File: src/rtl/pinmux_pkg.sv
package pinmux_pkg;

  typedef enum logic [2:0] {
    PM_OFF      = 3'd0,
    PM_ANA_TEMP = 3'd1,
    PM_ANA      = 3'd2,
    PM_DIN      = 3'd3,
    PM_DRV_HI   = 3'd4,
    PM_DRV_LO   = 3'd5,
    PM_ANA_PU   = 3'd6,
    PM_ANA_PD   = 3'd7
  } pin_mode_e;

  typedef struct packed {
    logic oe;
    logic out;
    logic pu;
    logic pd;
    logic ana;
    logic temp;
    logic stat;
  } pad_ctl_t;

  // Fixed positions of the takeover functions (0-based pin index)
  localparam int PIN_RDY  = 0;
  localparam int PIN_BAL  = 2;
  localparam int PIN_SS   = 3;
  localparam int PIN_MISO = 4;
  localparam int PIN_MOSI = 5;
  localparam int PIN_SCLK = 6;
  localparam int PIN_FLT  = 7;

  function automatic pad_ctl_t ctl_drive(logic v);
    pad_ctl_t c;
    c      = '0;
    c.oe   = 1'b1;
    c.out  = v;
    c.stat = v;
    return c;
  endfunction

  function automatic pad_ctl_t ctl_input(logic lvl);
    pad_ctl_t c;
    c      = '0;
    c.stat = lvl;
    return c;
  endfunction

endpackage

File: src/rtl/gpio_sync.sv
module gpio_sync #(
  parameter int NPINS  = 8,
  parameter int STAGES = 2
) (
  input  logic             clk,
  input  logic             rst_n,
  input  logic [NPINS-1:0] d,
  output logic [NPINS-1:0] q
);
  logic [NPINS-1:0] stg [STAGES];

  // Reset to idle-high so an active-low input cannot fire out of reset
  always_ff @(posedge clk or negedge rst_n) begin
    if (!rst_n) begin
      for (int s = 0; s < STAGES; s++) stg[s] <= '1;
    end else begin
      stg[0] <= d;
      for (int s = 1; s < STAGES; s++) stg[s] <= stg[s-1];
    end
  end

  assign q = stg[STAGES-1];
endmodule

File: src/rtl/gpio_mode_dec.sv
module gpio_mode_dec
  import pinmux_pkg::*;
(
  input  pin_mode_e mode,
  input  logic      din,
  output pad_ctl_t  ctl
);
  always_comb begin
    ctl = '0;
    unique case (mode)
      PM_OFF:      ctl = '0;
      PM_ANA_TEMP: begin ctl.ana = 1'b1; ctl.temp = 1'b1; end
      PM_ANA:      ctl.ana = 1'b1;
      PM_DIN:      ctl = ctl_input(din);
      PM_DRV_HI:   ctl = ctl_drive(1'b1);
      PM_DRV_LO:   ctl = ctl_drive(1'b0);
      PM_ANA_PU:   begin ctl.pu = 1'b1; ctl.ana = 1'b1; end
      PM_ANA_PD:   begin ctl.pd = 1'b1; ctl.ana = 1'b1; end
      default:     ctl = '0;
    endcase
  end
endmodule

File: src/rtl/gpio_special.sv
module gpio_special (
  input  logic clk,
  input  logic rst_n,
  input  logic fault_en,
  input  logic flt_lvl,
  input  logic fault_clr,
  input  logic rdy_en,
  input  logic conv_done,
  input  logic rd_hi,
  output logic fault_q,
  output logic rdy_low_q
);
  // Sticky fault: a live low level wins over a clear request
  always_ff @(posedge clk or negedge rst_n) begin
    if (!rst_n)                     fault_q <= 1'b0;
    else if (fault_en && !flt_lvl)  fault_q <= 1'b1;
    else if (fault_clr)             fault_q <= 1'b0;
  end

  // Ready flag: a fresh result wins over a simultaneous read
  always_ff @(posedge clk or negedge rst_n) begin
    if (!rst_n)         rdy_low_q <= 1'b0;
    else if (!rdy_en)   rdy_low_q <= 1'b0;
    else if (conv_done) rdy_low_q <= 1'b1;
    else if (rd_hi)     rdy_low_q <= 1'b0;
  end
endmodule

File: src/rtl/pin_mux_ctrl.sv
module pin_mux_ctrl
  import pinmux_pkg::*;
#(
  parameter int NPINS       = 8,
  parameter int SYNC_STAGES = 2,
  parameter int BAL_W       = 8
) (
  input  logic                   clk,
  input  logic                   rst_n,
  input  logic [NPINS*3-1:0]     cfg_mode,
  input  logic                   shutdown,
  input  logic                   spi_en,
  input  logic                   fault_in_en,
  input  logic                   fault_out_en,
  input  logic                   fault_clr,
  input  logic                   rdy_out_en,
  input  logic                   cs_conv_done,
  input  logic                   rd_cur_hi,
  input  logic [BAL_W-1:0]       bal_timer,
  input  logic                   spi_ss,
  input  logic                   spi_mosi,
  input  logic                   spi_sclk,
  output logic                   spi_miso,
  input  logic [NPINS-1:0]       pad_in,
  output logic [NPINS-1:0]       pad_oe,
  output logic [NPINS-1:0]       pad_out,
  output logic [NPINS-1:0]       pad_pu,
  output logic [NPINS-1:0]       pad_pd,
  output logic [NPINS-1:0]       pad_ana,
  output logic [NPINS-1:0]       pad_temp,
  output logic [NPINS-1:0]       pin_stat,
  output logic                   fault_gpio,
  output logic                   nfault
);
  localparam int MODE_W = $bits(pin_mode_e);

  logic [NPINS-1:0] din_s;
  pad_ctl_t         base [NPINS];
  pad_ctl_t         fin  [NPINS];
  logic             rdy_low;

  gpio_sync #(.NPINS(NPINS), .STAGES(SYNC_STAGES)) u_sync (
    .clk(clk), .rst_n(rst_n), .d(pad_in), .q(din_s)
  );

  for (genvar i = 0; i < NPINS; i++) begin : g_pin
    gpio_mode_dec u_dec (
      .mode(pin_mode_e'(cfg_mode[i*MODE_W +: MODE_W])),
      .din (din_s[i]),
      .ctl (base[i])
    );
  end

  gpio_special u_spec (
    .clk(clk), .rst_n(rst_n),
    .fault_en(fault_in_en), .flt_lvl(din_s[PIN_FLT]), .fault_clr(fault_clr),
    .rdy_en(rdy_out_en), .conv_done(cs_conv_done), .rd_hi(rd_cur_hi),
    .fault_q(fault_gpio), .rdy_low_q(rdy_low)
  );

  // Priority: shutdown > takeover functions > per-pin mode
  always_comb begin
    for (int i = 0; i < NPINS; i++) fin[i] = base[i];
    if (rdy_out_en)        fin[PIN_RDY] = ctl_drive(~rdy_low);
    if (|bal_timer)        fin[PIN_BAL] = ctl_drive(1'b1);
    if (spi_en) begin
      fin[PIN_SS]   = ctl_drive(spi_ss);
      fin[PIN_MISO] = ctl_input(din_s[PIN_MISO]);
      fin[PIN_MOSI] = ctl_drive(spi_mosi);
      fin[PIN_SCLK] = ctl_drive(spi_sclk);
    end
    if (fault_in_en)       fin[PIN_FLT] = ctl_input(din_s[PIN_FLT]);
    if (shutdown) begin
      for (int i = 0; i < NPINS; i++) begin
        fin[i]    = '0;
        fin[i].pd = 1'b1;
      end
    end
  end

  always_comb begin
    for (int i = 0; i < NPINS; i++) begin
      pad_oe[i]   = fin[i].oe;
      pad_out[i]  = fin[i].out;
      pad_pu[i]   = fin[i].pu;
      pad_pd[i]   = fin[i].pd;
      pad_ana[i]  = fin[i].ana;
      pad_temp[i] = fin[i].temp;
      pin_stat[i] = fin[i].stat;
    end
  end

  // MISO is passed unsynchronized: the SPI master samples it on its own clock
  assign spi_miso = pad_in[PIN_MISO];
  assign nfault   = ~(fault_gpio & fault_out_en);

endmodule

File: config.mk
export PLATFORM = sky130hd
export DESIGN_NAME = pin_mux_ctrl
export DESIGN_NICKNAME = d
export VERILOG_FILES = /design/src/rtl/pinmux_pkg.sv /design/src/rtl/gpio_sync.sv /design/src/rtl/gpio_mode_dec.sv /design/src/rtl/gpio_special.sv /design/src/rtl/pin_mux_ctrl.sv
export SDC_FILE = /design/constraint.sdc
export NUM_CORES = 1
export LEC_CHECK = 0
export ABC_CLOCK_PERIOD_IN_PS = 2100
export BUFFER_PORTS_ARGS = -buffer_cell sky130_fd_sc_hd__buf_4
export CAP_MARGIN = 20
export CORE_MARGIN = 1.5
export CORE_UTILIZATION = 41
export DETAILED_ROUTE_END_ITERATION = 8
export GPL_ROUTABILITY_DRIVEN = 0
export PLACE_DENSITY = 0.89
export REMOVE_ABC_BUFFERS = 1
export SLEW_MARGIN = 20
export SYNTH_ARGS = -nofsm -noshare
export SYNTH_HDL_FRONTEND = slang
export SYNTH_SLANG_ARGS = --single-unit
File: constraint.sdc
create_clock -name clk -period 2.1 [get_ports clk]
set_clock_uncertainty 0.2 [all_clocks]
set_input_delay 0 -clock clk [delete_from_list [all_inputs] [get_ports clk]]
set_output_delay 0 -clock clk [all_outputs]
set_load 0.01 [all_outputs]
Word-level counts from Yosys, hierarchy flattened. Cells that the tools add are included.

Bits in registers: 18. Input port bits: 53. Output and inout port bits: 59. Word-level logic and storage cells: 150.

Equality and inequality tests: 57. Mux-type cells: 58. Bitwise logic cells: 3. Reduce and logical (&&, ||, !) cells: 28.

Operators by type and width (number): $eq A3 B3 Y1 const B (32); $reduce_or A4 Y1 (16); $mux W56 (1); $eq A3 B2 Y1 const B (16); $pmux W1 S2 (16); $pmux W2 S2 (8); $mux W1 (29); $mux W28 (1); $eq A3 B1 Y1 const B (8); $logic_not A3 Y1 (8); $mux W7 (3); $reduce_or A8 Y1 (1); $ne A3 B1 Y1 const B (1); $not A1 Y1 (2); $reduce_bool A2 Y1 (1); $and A1 B1 Y1 (1); $logic_and A1 B1 Y1 (1); $logic_not A1 Y1 (1).

Logic depth before layout (Yosys ltp). Gate-level depths: netlist of run 1.

Depth in word-level cells: 5. Gate-level depth with buffers: 4. Mapped depth without buffers: 3.

By module. Synthesis of run 1 repeated with hierarchy kept, for this count alone.

Cell total of the unflattened synthesis: 204. Area, all modules: 1665.3 um2.

By module, submodules not included: pin_mux_ctrl (instances 1, cells each 93, area each 569.3 um2, sequential area each 0.0 um2); gpio_mode_dec (instances 8, cells each 10, area each 66.3 um2, sequential area each 0.0 um2); gpio_sync (instances 1, cells each 24, area each 480.5 um2, sequential area each 420.4 um2); gpio_special (instances 1, cells each 7, area each 85.1 um2, sequential area each 50.0 um2).

Worst setup path before layout of run 1. Ideal clock, no wire load.

Kind: reg-to-output. Start: register u_sync.stg (netlist bit u_sync.q[6]). End: output port pin_stat[6]. Arrival: 0.970 ns. Required time: 1.900 ns. Slack: 0.930 ns. Stages on the path, launching flop included: 3. Path through: dfstp_2 -> a31oi_1 -> a221oi_1.

Longest elaborated chain between the ends: 3.

Ends and longest elaborated chain: start: declaration (RTL line gpio_sync.sv:10) `logic [NPINS-1:0] stg [STAGES];`; $pmux W1 S2 (RTL line gpio_mode_dec.sv:10) `unique case (mode)`; $mux W28 (RTL line pin_mux_ctrl.sv:66) `if (spi_en) begin`; $mux W56 (RTL line pin_mux_ctrl.sv:73) `if (shutdown) begin`; end: declaration (RTL line pin_mux_ctrl.sv:31) `output logic [NPINS-1:0] pin_stat,`.

Every way passes these cells.

==> impl_metrics.env, run 1 <==
export IMPL_max_freq_mhz=492.7
export IMPL_clock_sinks=18
export IMPL_cts_path_max_buffers=2
export IMPL_cp_required_ns=2.07
export IMPL_drv_cap=0
export IMPL_netlist_area_leader_share=0.3182
export IMPL_cts_hold_buffers=15
export IMPL_synth_compound_area_frac=0.1847
export IMPL_layout_setup_ws_ns=0.07056
export IMPL_synth_cell_type_count=36
export IMPL_min_period_ns=2.029
export IMPL_io_buffers=111
export IMPL_ff_latch_area_sq_um=470.5
export IMPL_worst_setup_path_end_kind="flop"
export IMPL_syn_area_sq_um=1321
export IMPL_first_global_vias=1359
export IMPL_drc=0
export IMPL_overflow=0
export IMPL_synth_seq_cells=18
export IMPL_postSynthCellCount=161
export IMPL_drt_total_wl_um=4167
export IMPL_first_pass_iters=4
export IMPL_routedWlPerCell_um=12.90
export IMPL_tns_ns=0
export IMPL_fp_dieH_um=59.77
export IMPL_rsz0062_at_grt="false"
export IMPL_grtUsageTotal=0.2072
export IMPL_dp_cells=304
export IMPL_power_leakage_nw=1.140
export IMPL_num_vias=1643
export IMPL_root_buffer="clkbuf_4"
export IMPL_netlist_top_cells_area="dfstp_2 32%, xnor2_1 5.3%, nor2_1 4.8%"
export IMPL_yosysWarnings=0
export IMPL_yosys_area_top_type="dfstp_2"
export IMPL_grt_max_degree=40
export IMPL_p_per_area_nw_per_um2=403.7
export IMPL_std_cell_rows=20
export IMPL_place_worst_setup_slack_ns=0.8248
export IMPL_hp_class="primary input to output pin"
export IMPL_instances_no_fill=323
export IMPL_drive_above_1_share=0.4982
export IMPL_cts_setup_buffers=0
export IMPL_cts_tree="built"
export IMPL_synth_xor_area_frac=0.05303
export IMPL_worstSetupPathType="flop to flop"
export IMPL_path_clk_slew_ns=0.09
export IMPL_start_kind="flop"
export IMPL_cts_made_buffers=3
export IMPL_ant_nets=0
export IMPL_synth_simple_area_share=0.3220
export IMPL_synthAdderAreaFrac=0
export IMPL_finalHoldViolCount=0
export IMPL_detailed_place_hpwl_um=2985
export IMPL_antenna_found_initial=0
export IMPL_grt_pass1_wl_um=5920
export IMPL_fillers=222
export IMPL_antenna_cells=0
export IMPL_arrival_ns=2.00
export IMPL_worst_pin_slew_ns=0.3694
export IMPL_syn_to_final_growth_pct=76.33
export IMPL_die_w_um=59.77
export IMPL_status="finished clean"
export IMPL_clk_latency_ns=0.28
export IMPL_ios=112
export IMPL_htreeDepth=1
export IMPL_ctsResizeCount=0
export IMPL_setup_violations_final=0
export IMPL_dieArea_sq_um=3572
export IMPL_slew_limit_headroom=0.7537
export IMPL_final_max_slew_viol_count=0
export IMPL_avgSynthCellArea_sq_um=8.207
export IMPL_cp_max_fo=3
export IMPL_multi_input_area_sq_um=739.5
export IMPL_start_util=0.4328
export IMPL_ys_seq_area_frac=0.3561
export IMPL_muxShareOfSynthArea=0
export IMPL_dr_first_iter_drc_count=73
export IMPL_irDropWorstVdd_v=0.0004591
export IMPL_via_per_inst=5.087
export IMPL_core_area_sq_um=3053
export IMPL_synth_top_family_by_area="simple AND/OR/NAND/NOR gates"
export IMPL_finalNetCount=333
export IMPL_holdWs_ns=0.07141
export IMPL_post_route_period_util=0.9664
final timing paths:
path / startpoint / slack [ns] / cells after the start / to
max in group asynchronous: rst_n / 1.02 / 3 / u_spec.fault_q$_DFFE_PN0P_
max reg2reg: u_spec.rdy_low_q$_DFFE_PN0P_ / 0.07 / 4 / u_spec.rdy_low_q$_DFFE_PN0P_
max: u_spec.rdy_low_q$_DFFE_PN0P_ / 0.07 / 4 / u_spec.rdy_low_q$_DFFE_PN0P_
min: fault_out_en / 0.07 / 3 / nfault
min reg2reg: u_sync.stg[11]$_DFF_PN1_ / 0.16 / 0 / u_sync.q[3]$_DFF_PN1_
min in group asynchronous: rst_n / 0.11 / 2 / u_sync.stg[8]$_DFF_PN1_
kinds of logic after synthesis:
family / Yosys count
xor+xnor: 8
compound gates: 34
simple gates: 77
buf+inv: 24
flops: 18
worst max-delay path: stages, from the launching register on:
cell           delay, ns
dfrtp_1             0.42
a21oi_1             0.12
dlygate4sd3_1       0.56
nor2_1              0.04
dlygate4sd3_1       0.56
registers in the layout (all words and copies together), names as in the netlist:
signal,cells
u_spec.rdy_low_q,1
u_sync.stg,8
u_spec.fault_q,1
u_sync.q,8
routing by layer:
metal / global-route usage / up-vias / wire (um)
met2: 0.3773 / 68 / 2101
met4: 0.02857 / 0 / 0
met3: 0.01515 / 0 / 302
li1: - / 808 / -
met1: 0.2726 / 767 / 1763
met5: 0 / - / 0
where the power goes:
group          switching (mW)  leakage [nW]  total (mW)  internal (mW)
Clock                  0.0959        0.0210       0.201          0.105
Combinational           0.161         0.926       0.353          0.192
Sequential            0.00903         0.193       0.387          0.378
Total                   0.266          1.14       0.941          0.675
cells in the final DEF (no fill, tap or decap), drive strengths merged, types with 2 or more instances in the layout:
| cell type | count |
|---|---|
| nor4 | 6 |
| nor2 | 17 |
| nand2 | 12 |
| a21oi | 13 |
| inv | 12 |
| clkbuf | 4 |
| dlygate4sd3 | 15 |
| dfstp | 16 |
| and3 | 3 |
| a41o | 8 |
| dfrtp | 2 |
| or2 | 2 |
| buf | 111 |
| nand3 | 2 |
| nor2b | 9 |
| nor4b | 6 |
| xnor2 | 8 |
| nand2b | 4 |
| a31oi | 5 |
| nor3b | 4 |
| nor3 | 8 |
layout make-up:
cell class / instances / share of cell area
Clock buffer: 4 / 0.01557
Inverter: 12 / 0.01933
Multi-Input combinational cell: 119 / 0.3174
Sequential cell: 18 / 0.2019
Timing Repair Buffer: 126 / 0.4221
Tap cell: 44 / 0.02363
cells in the mapped netlist:
cell and count:
or4b_1 1, dfstp_2 16, buf_6 1, a41o_1 6
nor4_1 6, inv_1 12, clkbuf_8 1, nor3_1 8
or2_2 2, nor2b_1 9, xnor2_1 8, buf_4 1
a211oi_1 1, clkbuf_1 9, nand2b_1 4, nand3_1 2
a21oi_1 12, a32oi_1 1, a31o_2 1, a41o_2 2
nor4b_1 6, or3b_2 1, nor2_1 17, o21bai_1 1
a21oi_2 1, o22ai_1 1, o21ai_0 1, nor3b_1 4
and2_1 1, and2b_2 1, a311oi_1 1, and3_1 3
a221oi_1 1, dfrtp_1 2, a31oi_1 5, nand2_1 12
through the flow:
step                      total power, mW    util  cell area [sq um]
after floorplan                    0.5060       -               1255
after global placement             0.7097  0.7020               2143
after detailed placement           0.7160  0.7020               2143
after CTS                          0.9396  0.7631               2330
after global routing               0.9938  0.7631               2330
final                              0.9405  0.7631               2330
Power figures use the tool's default switching activity.
==> run 2: changes to the inputs <==
--- a/config.mk
+++ b/config.mk
@@ -9,10 +9,11 @@
 export BUFFER_PORTS_ARGS = -buffer_cell sky130_fd_sc_hd__buf_4
 export CAP_MARGIN = 20
 export CORE_MARGIN = 1.5
-export CORE_UTILIZATION = 41
+export CORE_UTILIZATION = 38
 export DETAILED_ROUTE_END_ITERATION = 8
 export GPL_ROUTABILITY_DRIVEN = 0
-export PLACE_DENSITY = 0.89
+export MAX_ROUTING_LAYER = met4
+export PLACE_DENSITY = 0.84
 export REMOVE_ABC_BUFFERS = 1
 export SLEW_MARGIN = 20
 export SYNTH_ARGS = -nofsm -noshare
==> run 2 against run 1 <==
- hold slack got worse by 0.024 ns
- register-to-register slack improved by 0.03 ns
- highest routed layer unchanged
- via count fell by 4.6%
==> impl_metrics.env, run 2 (same netlist as run 1, synthesis figures left out) <==
export IMPL_slew_limit_headroom=0.7550
export IMPL_p_sw_frac=0.2851
export IMPL_cts_path_max_buffers=2
export IMPL_via_per_inst=4.836
export IMPL_first_global_vias=1310
export IMPL_htreeDepth=1
export IMPL_drc=0
export IMPL_rsz0062_at_grt="false"
export IMPL_ff2ff_path_depth=4
export IMPL_finalNetCount=333
export IMPL_irDropWorstVdd_v=0.0004228
export IMPL_io_buffers=111
export IMPL_num_vias=1567
export IMPL_rrSetupSlack_ns=0.1
export IMPL_grtUsageTotal=0.2007
export IMPL_clkPwrFrac=0.174
export IMPL_arrival_ns=1.96
export IMPL_instances_no_fill=324
export IMPL_drv_cap=0
export IMPL_holdPathEnd="nfault"
export IMPL_dp_cells=306
export IMPL_detailed_place_hpwl_um=2935
export IMPL_worstSetupPathDepth=4
export IMPL_grt_pass1_wl_um=5768
export IMPL_min_period_ns=2.002
export IMPL_tns_ns=0
export IMPL_overflow=0
export IMPL_start_util=0.3960
export IMPL_cts_made_buffers=3
export IMPL_power_leakage_nw=1.133
export IMPL_drt_total_wl_um=3870
export IMPL_hp_class="primary input to output pin"
export IMPL_ctsResizeCount=0
export IMPL_crit_chain="a21oi_1, dlygate4sd3_1, nor2_1, dlygate4sd3_1"
export IMPL_cts_hold_buffers=15
export IMPL_cts_setup_buffers=0
export IMPL_internal_power_mw=0.6355
export IMPL_syn_to_final_growth_pct=75.47
export IMPL_fp_dieH_um=61.97
export IMPL_cp_required_ns=2.06
export IMPL_start_kind="flop"
export IMPL_die_w_um=61.97
export IMPL_post_route_period_util=0.9532
export IMPL_grt_max_degree=40
export IMPL_critPathBufInv=2
export IMPL_core_area_sq_um=3337
export IMPL_reg2reg_to="u_spec.rdy_low_q$_DFFE_PN0P_"
export IMPL_final_cell_mix="111 x buf_4, 17 x nor2_1, 16 x dfstp_2, 15 x dlygate4sd3_1"
export IMPL_max_freq_mhz=499.6
export IMPL_rr_startpoint="u_spec.rdy_low_q$_DFFE_PN0P_"
export IMPL_routedWlPerCell_um=11.94
export IMPL_drive_above_1_share=0.4964
export IMPL_clk_latency_ns=0.27
export IMPL_status="finished clean"
export IMPL_ios=112
export IMPL_final_max_slew_viol_count=0
export IMPL_path_common_cell="dlygate4sd3_1"
export IMPL_final_common_cell="buf_4"
export IMPL_path_clk_slew_ns=0.08
export IMPL_max_stage_delay_ns=0.56
export IMPL_std_cell_rows=21
export IMPL_finalHoldViolCount=0
export IMPL_first_pass_iters=4
export IMPL_p_seq_frac=0.434
export IMPL_holdCritStartpoint="fault_out_en"
export IMPL_root_buffer="clkbuf_4"
export IMPL_clock_sinks=18
export IMPL_worst_setup_path_end_kind="flop"
export IMPL_min_delay_path_depth=3
export IMPL_p_per_area_nw_per_um2=383.5
export IMPL_critPathTopFamily="buffers and inverters"
export IMPL_setup_violations_final=0
export IMPL_dieArea_sq_um=3840
export IMPL_ant_nets=0
export IMPL_cts_tree="built"
export IMPL_worst_pin_slew_ns=0.3675
export IMPL_pwr_share_comb=0.392
export IMPL_dr_first_iter_drc_count=75
export IMPL_p_switching_mw=0.2535
export IMPL_worstSetupPathType="flop to flop"
export IMPL_cp_max_fo=3
export IMPL_antenna_found_initial=0
export IMPL_cpMaxStageDelayCell="dlygate4sd3_1"
export IMPL_antenna_cells=0
run 2: changes by cell type in the layout (fill, tap and decap cells not counted):
| cell | change |
|---|---|
| clkbuf_8 | -1 |
run 2: metrics by stage:
step                      instance area (sq um)  power [mW]  worst slack, ns  hold slack, ns  utilization
after global placement                     2146      0.7118           0.8621         -0.3296       0.6430
after detailed placement                   2146      0.7156           0.8478         -0.3271       0.6430
after floorplan                            1255      0.5060           0.9298         -0.4956            -
after global routing                       2318      0.9589          0.01703         0.06481       0.6948
final                                      2318      0.8890          0.09832         0.04709       0.6948
after CTS                                  2318      0.9005           0.1327         0.04827       0.6948
run 2: worst min-delay path: stages:
cell,delay [ns]
buf_4,0.07
nand2_1,0.04
buf_4,0.13
run 2: area by class of cell:
cell class / count / area, sq um
sequential: 18 / 470.5
clock buffer: 3 / 22.52
inverter: 12 / 45.04
multi-input combinational: 119 / 739.5
tap: 46 / 57.56
fill: 275 / 1018
timing repair buffer: 126 / 983.4
run 2: metal layers:
| layer | vias up | part of all wire | GRT usage | wire length, um |
|---|---|---|---|---|
| li1 | 812 | - | - | - |
| met1 | 698 | 0.42 | 0.2561 | 1626 |
| met2 | 57 | 0.52 | 0.3438 | 1998 |
| met3 | 0 | 0.063 | 0.03313 | 245 |
| met4 | 0 | 0 | 0.02432 | 0 |
| met5 | - | 0 | - | 0 |
run 2: worst max-delay path by stage:
| stage | startpoint | endpoint |
|---|---|---|
| after floorplan | u_sync.q[6]$_DFF_PN1_ | pin_stat[6] |
| after global placement | shutdown | pad_pu[5] |
| after detailed placement | cfg_mode[10] | pin_stat[3] |
| after CTS | u_spec.rdy_low_q$_DFFE_PN0P_ | u_spec.rdy_low_q$_DFFE_PN0P_ |
| after global routing | u_spec.rdy_low_q$_DFFE_PN0P_ | u_spec.rdy_low_q$_DFFE_PN0P_ |
| final | u_spec.rdy_low_q$_DFFE_PN0P_ | u_spec.rdy_low_q$_DFFE_PN0P_ |
run 2: power groups by stage:
| stage | clock (mW) | combinational (mW) | sequential, mW |
|---|---|---|---|
| 2_1_floorplan | 0 | 0.117 | 0.389 |
| 3_3_place_gp | 0 | 0.321 | 0.391 |
| 3_5_place_dp | 0 | 0.324 | 0.392 |
| 4_1_cts | 0.166 | 0.349 | 0.386 |
| 5_1_grt | 0.186 | 0.384 | 0.389 |
| 6_report | 0.155 | 0.348 | 0.386 |
==> run 3: changes to the inputs <==
--- a/config.mk
+++ b/config.mk
@@ -13,9 +13,10 @@
 export DETAILED_ROUTE_END_ITERATION = 8
 export GPL_ROUTABILITY_DRIVEN = 0
 export MAX_ROUTING_LAYER = met4
-export PLACE_DENSITY = 0.84
+export PLACE_DENSITY = 0.78
 export REMOVE_ABC_BUFFERS = 1
 export SLEW_MARGIN = 20
 export SYNTH_ARGS = -nofsm -noshare
 export SYNTH_HDL_FRONTEND = slang
+export SYNTH_HIERARCHICAL = 1
 export SYNTH_SLANG_ARGS = --single-unit
==> run 3 against run 2 <==
- core utilization down 5.2 points
- combinational power up 8.6%
- power up 11%
- sequential power about the same
- register-to-register slack better by 0.47 ns
- wire length up 12%
- cell area up 14%
- via count up 8.8%
==> impl_metrics.env, run 3 <==
export IMPL_worst_pin_slew_ns=0.4309
export IMPL_overflow=0
export IMPL_syn_to_final_growth_pct=58.83
export IMPL_synthAdderAreaFrac=0
export IMPL_drive_above_1_share=0.5047
export IMPL_final_util=0.6427
export IMPL_cts_tree="built"
export IMPL_ant_nets=0
export IMPL_instances_no_fill=367
export IMPL_std_cell_rows=23
export IMPL_fillers=351
export IMPL_synth_edff_count=0
export IMPL_final_max_slew_viol_count=0
export IMPL_cp_required_ns=2.02
export IMPL_p_sw_frac=0.2767
export IMPL_antenna_cells=0
export IMPL_muxShareOfSynthArea=0.01202
export IMPL_max_freq_mhz=654.6
export IMPL_arrival_ns=1.45
export IMPL_clk_latency_ns=0.24
export IMPL_ys_seq_area_frac=0.2825
export IMPL_io_buffers=111
export IMPL_clkPwrFrac=0.230
export IMPL_worst_setup_path_end_kind="flop"
export IMPL_grtUsageTotal=0.1773
export IMPL_syn_area_sq_um=1665
export IMPL_critPathBufInv=1
export IMPL_synth_xor_area_frac=0.04207
export IMPL_clock_sinks=18
export IMPL_detailed_place_hpwl_um=3181
export IMPL_setup_violations_final=0
export IMPL_drc=0
export IMPL_antenna_found_initial=0
export IMPL_synth_commonest_cells="28 x nor2_1, 22 x and2_1, 20 x nand2_1, 17 x nand2b_1, 16 x dfstp_2"
export IMPL_irDropWorstVdd_v=0.0004769
export IMPL_cpMaxStageDelayCell="dlygate4sd3_1"
export IMPL_worstSetupPathType="flop to flop"
export IMPL_crit_chain="nor2b_4, o21a_1, dlygate4sd3_1"
export IMPL_pwr_share_comb=0.381
export IMPL_start_util=0.4047
export IMPL_final_area_sq_um=2645
export IMPL_p_per_area_nw_per_um2=374.5
export IMPL_max_stage_delay_ns=0.56
export IMPL_drt_total_wl_um=4321
export IMPL_post_route_period_util=0.7275
export IMPL_dr_first_iter_drc_count=44
export IMPL_layout_setup_ws_ns=0.5723
export IMPL_netlist_top_cells_area="dfstp_2 25%, and2_1 8.3%, nand2b_1 6.4%"
export IMPL_htreeDepth=1
export IMPL_synthArstFlopShare=1.000
export IMPL_multi_input_area_sq_um=1067
export IMPL_synth_simple_area_share=0.4748
export IMPL_tns_ns=0
export IMPL_cts_made_buffers=3
export IMPL_core_area_sq_um=4115
export IMPL_grt_pass1_wl_um=7065
export IMPL_die_w_um=69.20
export IMPL_first_global_vias=1586
export IMPL_p_switching_mw=0.2741
export IMPL_cts_path_max_buffers=2
export IMPL_avgSynthCellArea_sq_um=8.163
export IMPL_power_leakage_nw=1.323
export IMPL_drv_cap=0
export IMPL_place_worst_setup_slack_ns=0.8647
export IMPL_synth_top_family_by_area="simple AND/OR/NAND/NOR gates"
export IMPL_final_cell_mix="111 x buf_4, 28 x nor2_1, 22 x and2_1, 20 x nand2_1, 17 x nand2b_1"
export IMPL_min_period_ns=1.528
export IMPL_root_buffer="clkbuf_8"
export IMPL_dieArea_sq_um=4789
export IMPL_yosys_area_top_type="dfstp_2"
export IMPL_finalNetCount=372
export IMPL_critPathTopFamily="buffers and inverters"
export IMPL_slew_limit_headroom=0.7124
export IMPL_cp_max_fo=2
export IMPL_rrSetupSlack_ns=0.57
export IMPL_synth_seq_cells=18
export IMPL_netlist_area_leader_share=0.2524
export IMPL_postSynthCellCount=204
export IMPL_ff_latch_area_sq_um=470.5
export IMPL_via_per_inst=4.646
export IMPL_synth_cell_type_count=28
export IMPL_grt_max_degree=38
export IMPL_dpl_cell_area_sq_um=2464
export IMPL_routedWlPerCell_um=11.77
export IMPL_finalHoldViolCount=0
export IMPL_power_mw=0.9905
export IMPL_holdWs_ns=0.06620
export IMPL_rsz0062_at_grt="false"
export IMPL_ios=112
export IMPL_start_kind="flop"
export IMPL_internal_power_mw=0.7164
export IMPL_hp_class="primary input to output pin"
export IMPL_p_seq_frac=0.389
export IMPL_yosysMostFrequentCell="nor2_1"
export IMPL_synth_compound_area_frac=0.1119
export IMPL_num_vias=1705
export IMPL_path_clk_slew_ns=0.06
export IMPL_final_common_cell="buf_4"
export IMPL_yosysWarnings=6
export IMPL_dp_cells=350
export IMPL_fp_dieH_um=69.20
export IMPL_synth_top_flop_cell="dfstp_2"
export IMPL_first_pass_iters=5
export IMPL_status="finished clean"
-- run 3: cell type report --
class | instances | share of cell area
inverters | 8 | 0.01135
clock buffers | 3 | 0.01561
well taps | 50 | 0.02365
repair buffers | 125 | 0.3680
flip-flops and latches | 18 | 0.1779
multi-input cells | 163 | 0.4035
-- run 3: kinds of logic after synthesis --
family,after synthesis
compound gates,28
xor+xnor,8
buf+inv,23
flops,18
mux,2
simple gates,125
-- run 3: timing repair --
action | CTS | global route
hold buffers | 14 | 0
gates resized for setup | 0 | 0
endpoints found under the hold margin | 29 | 0
buffers inserted | 0 | 0
-- run 3: per-layer routing --
metal / GRT usage / part of all wire / up-vias
li1: - / - / 883
met4: 0.01307 / 0 / 0
met2: 0.3184 / 0.51 / 54
met3: 0.02616 / 0.048 / 0
met5: - / 0 / -
met1: 0.2203 / 0.44 / 768
-- run 3: worst reg2reg max path, delay by kind of cell (launching register included) --
family / cells / cell delay, ns
simple gates: 1 / 0.12
buf+inv: 1 / 0.56
compound gates: 1 / 0.16
flops: 1 / 0.37
-- run 3: path summary, 6_finish.rpt --
check | startpoint | endpoint | cells past startpoint
min in group asynchronous | rst_n | u_sync/q[5]$_DFF_PN1_ | 2
min | fault_out_en | nfault | 3
max in group asynchronous | rst_n | u_spec/rdy_low_q$_DFFE_PN0P_ | 3
min reg2reg | u_sync/stg[13]$_DFF_PN1_ | u_sync/q[5]$_DFF_PN1_ | 0
max | u_spec/rdy_low_q$_DFFE_PN0P_ | u_spec/rdy_low_q$_DFFE_PN0P_ | 3
max reg2reg | u_spec/rdy_low_q$_DFFE_PN0P_ | u_spec/rdy_low_q$_DFFE_PN0P_ | 3
-- run 3: power groups by stage --
stage               Combinational (mW)  Clock (mW)  Sequential [mW]
floorplan                        0.142           0            0.389
global placement                 0.350           0            0.390
detailed placement               0.356           0            0.390
CTS                              0.379       0.240            0.386
global route                     0.412       0.254            0.387
finish                           0.378       0.227            0.385
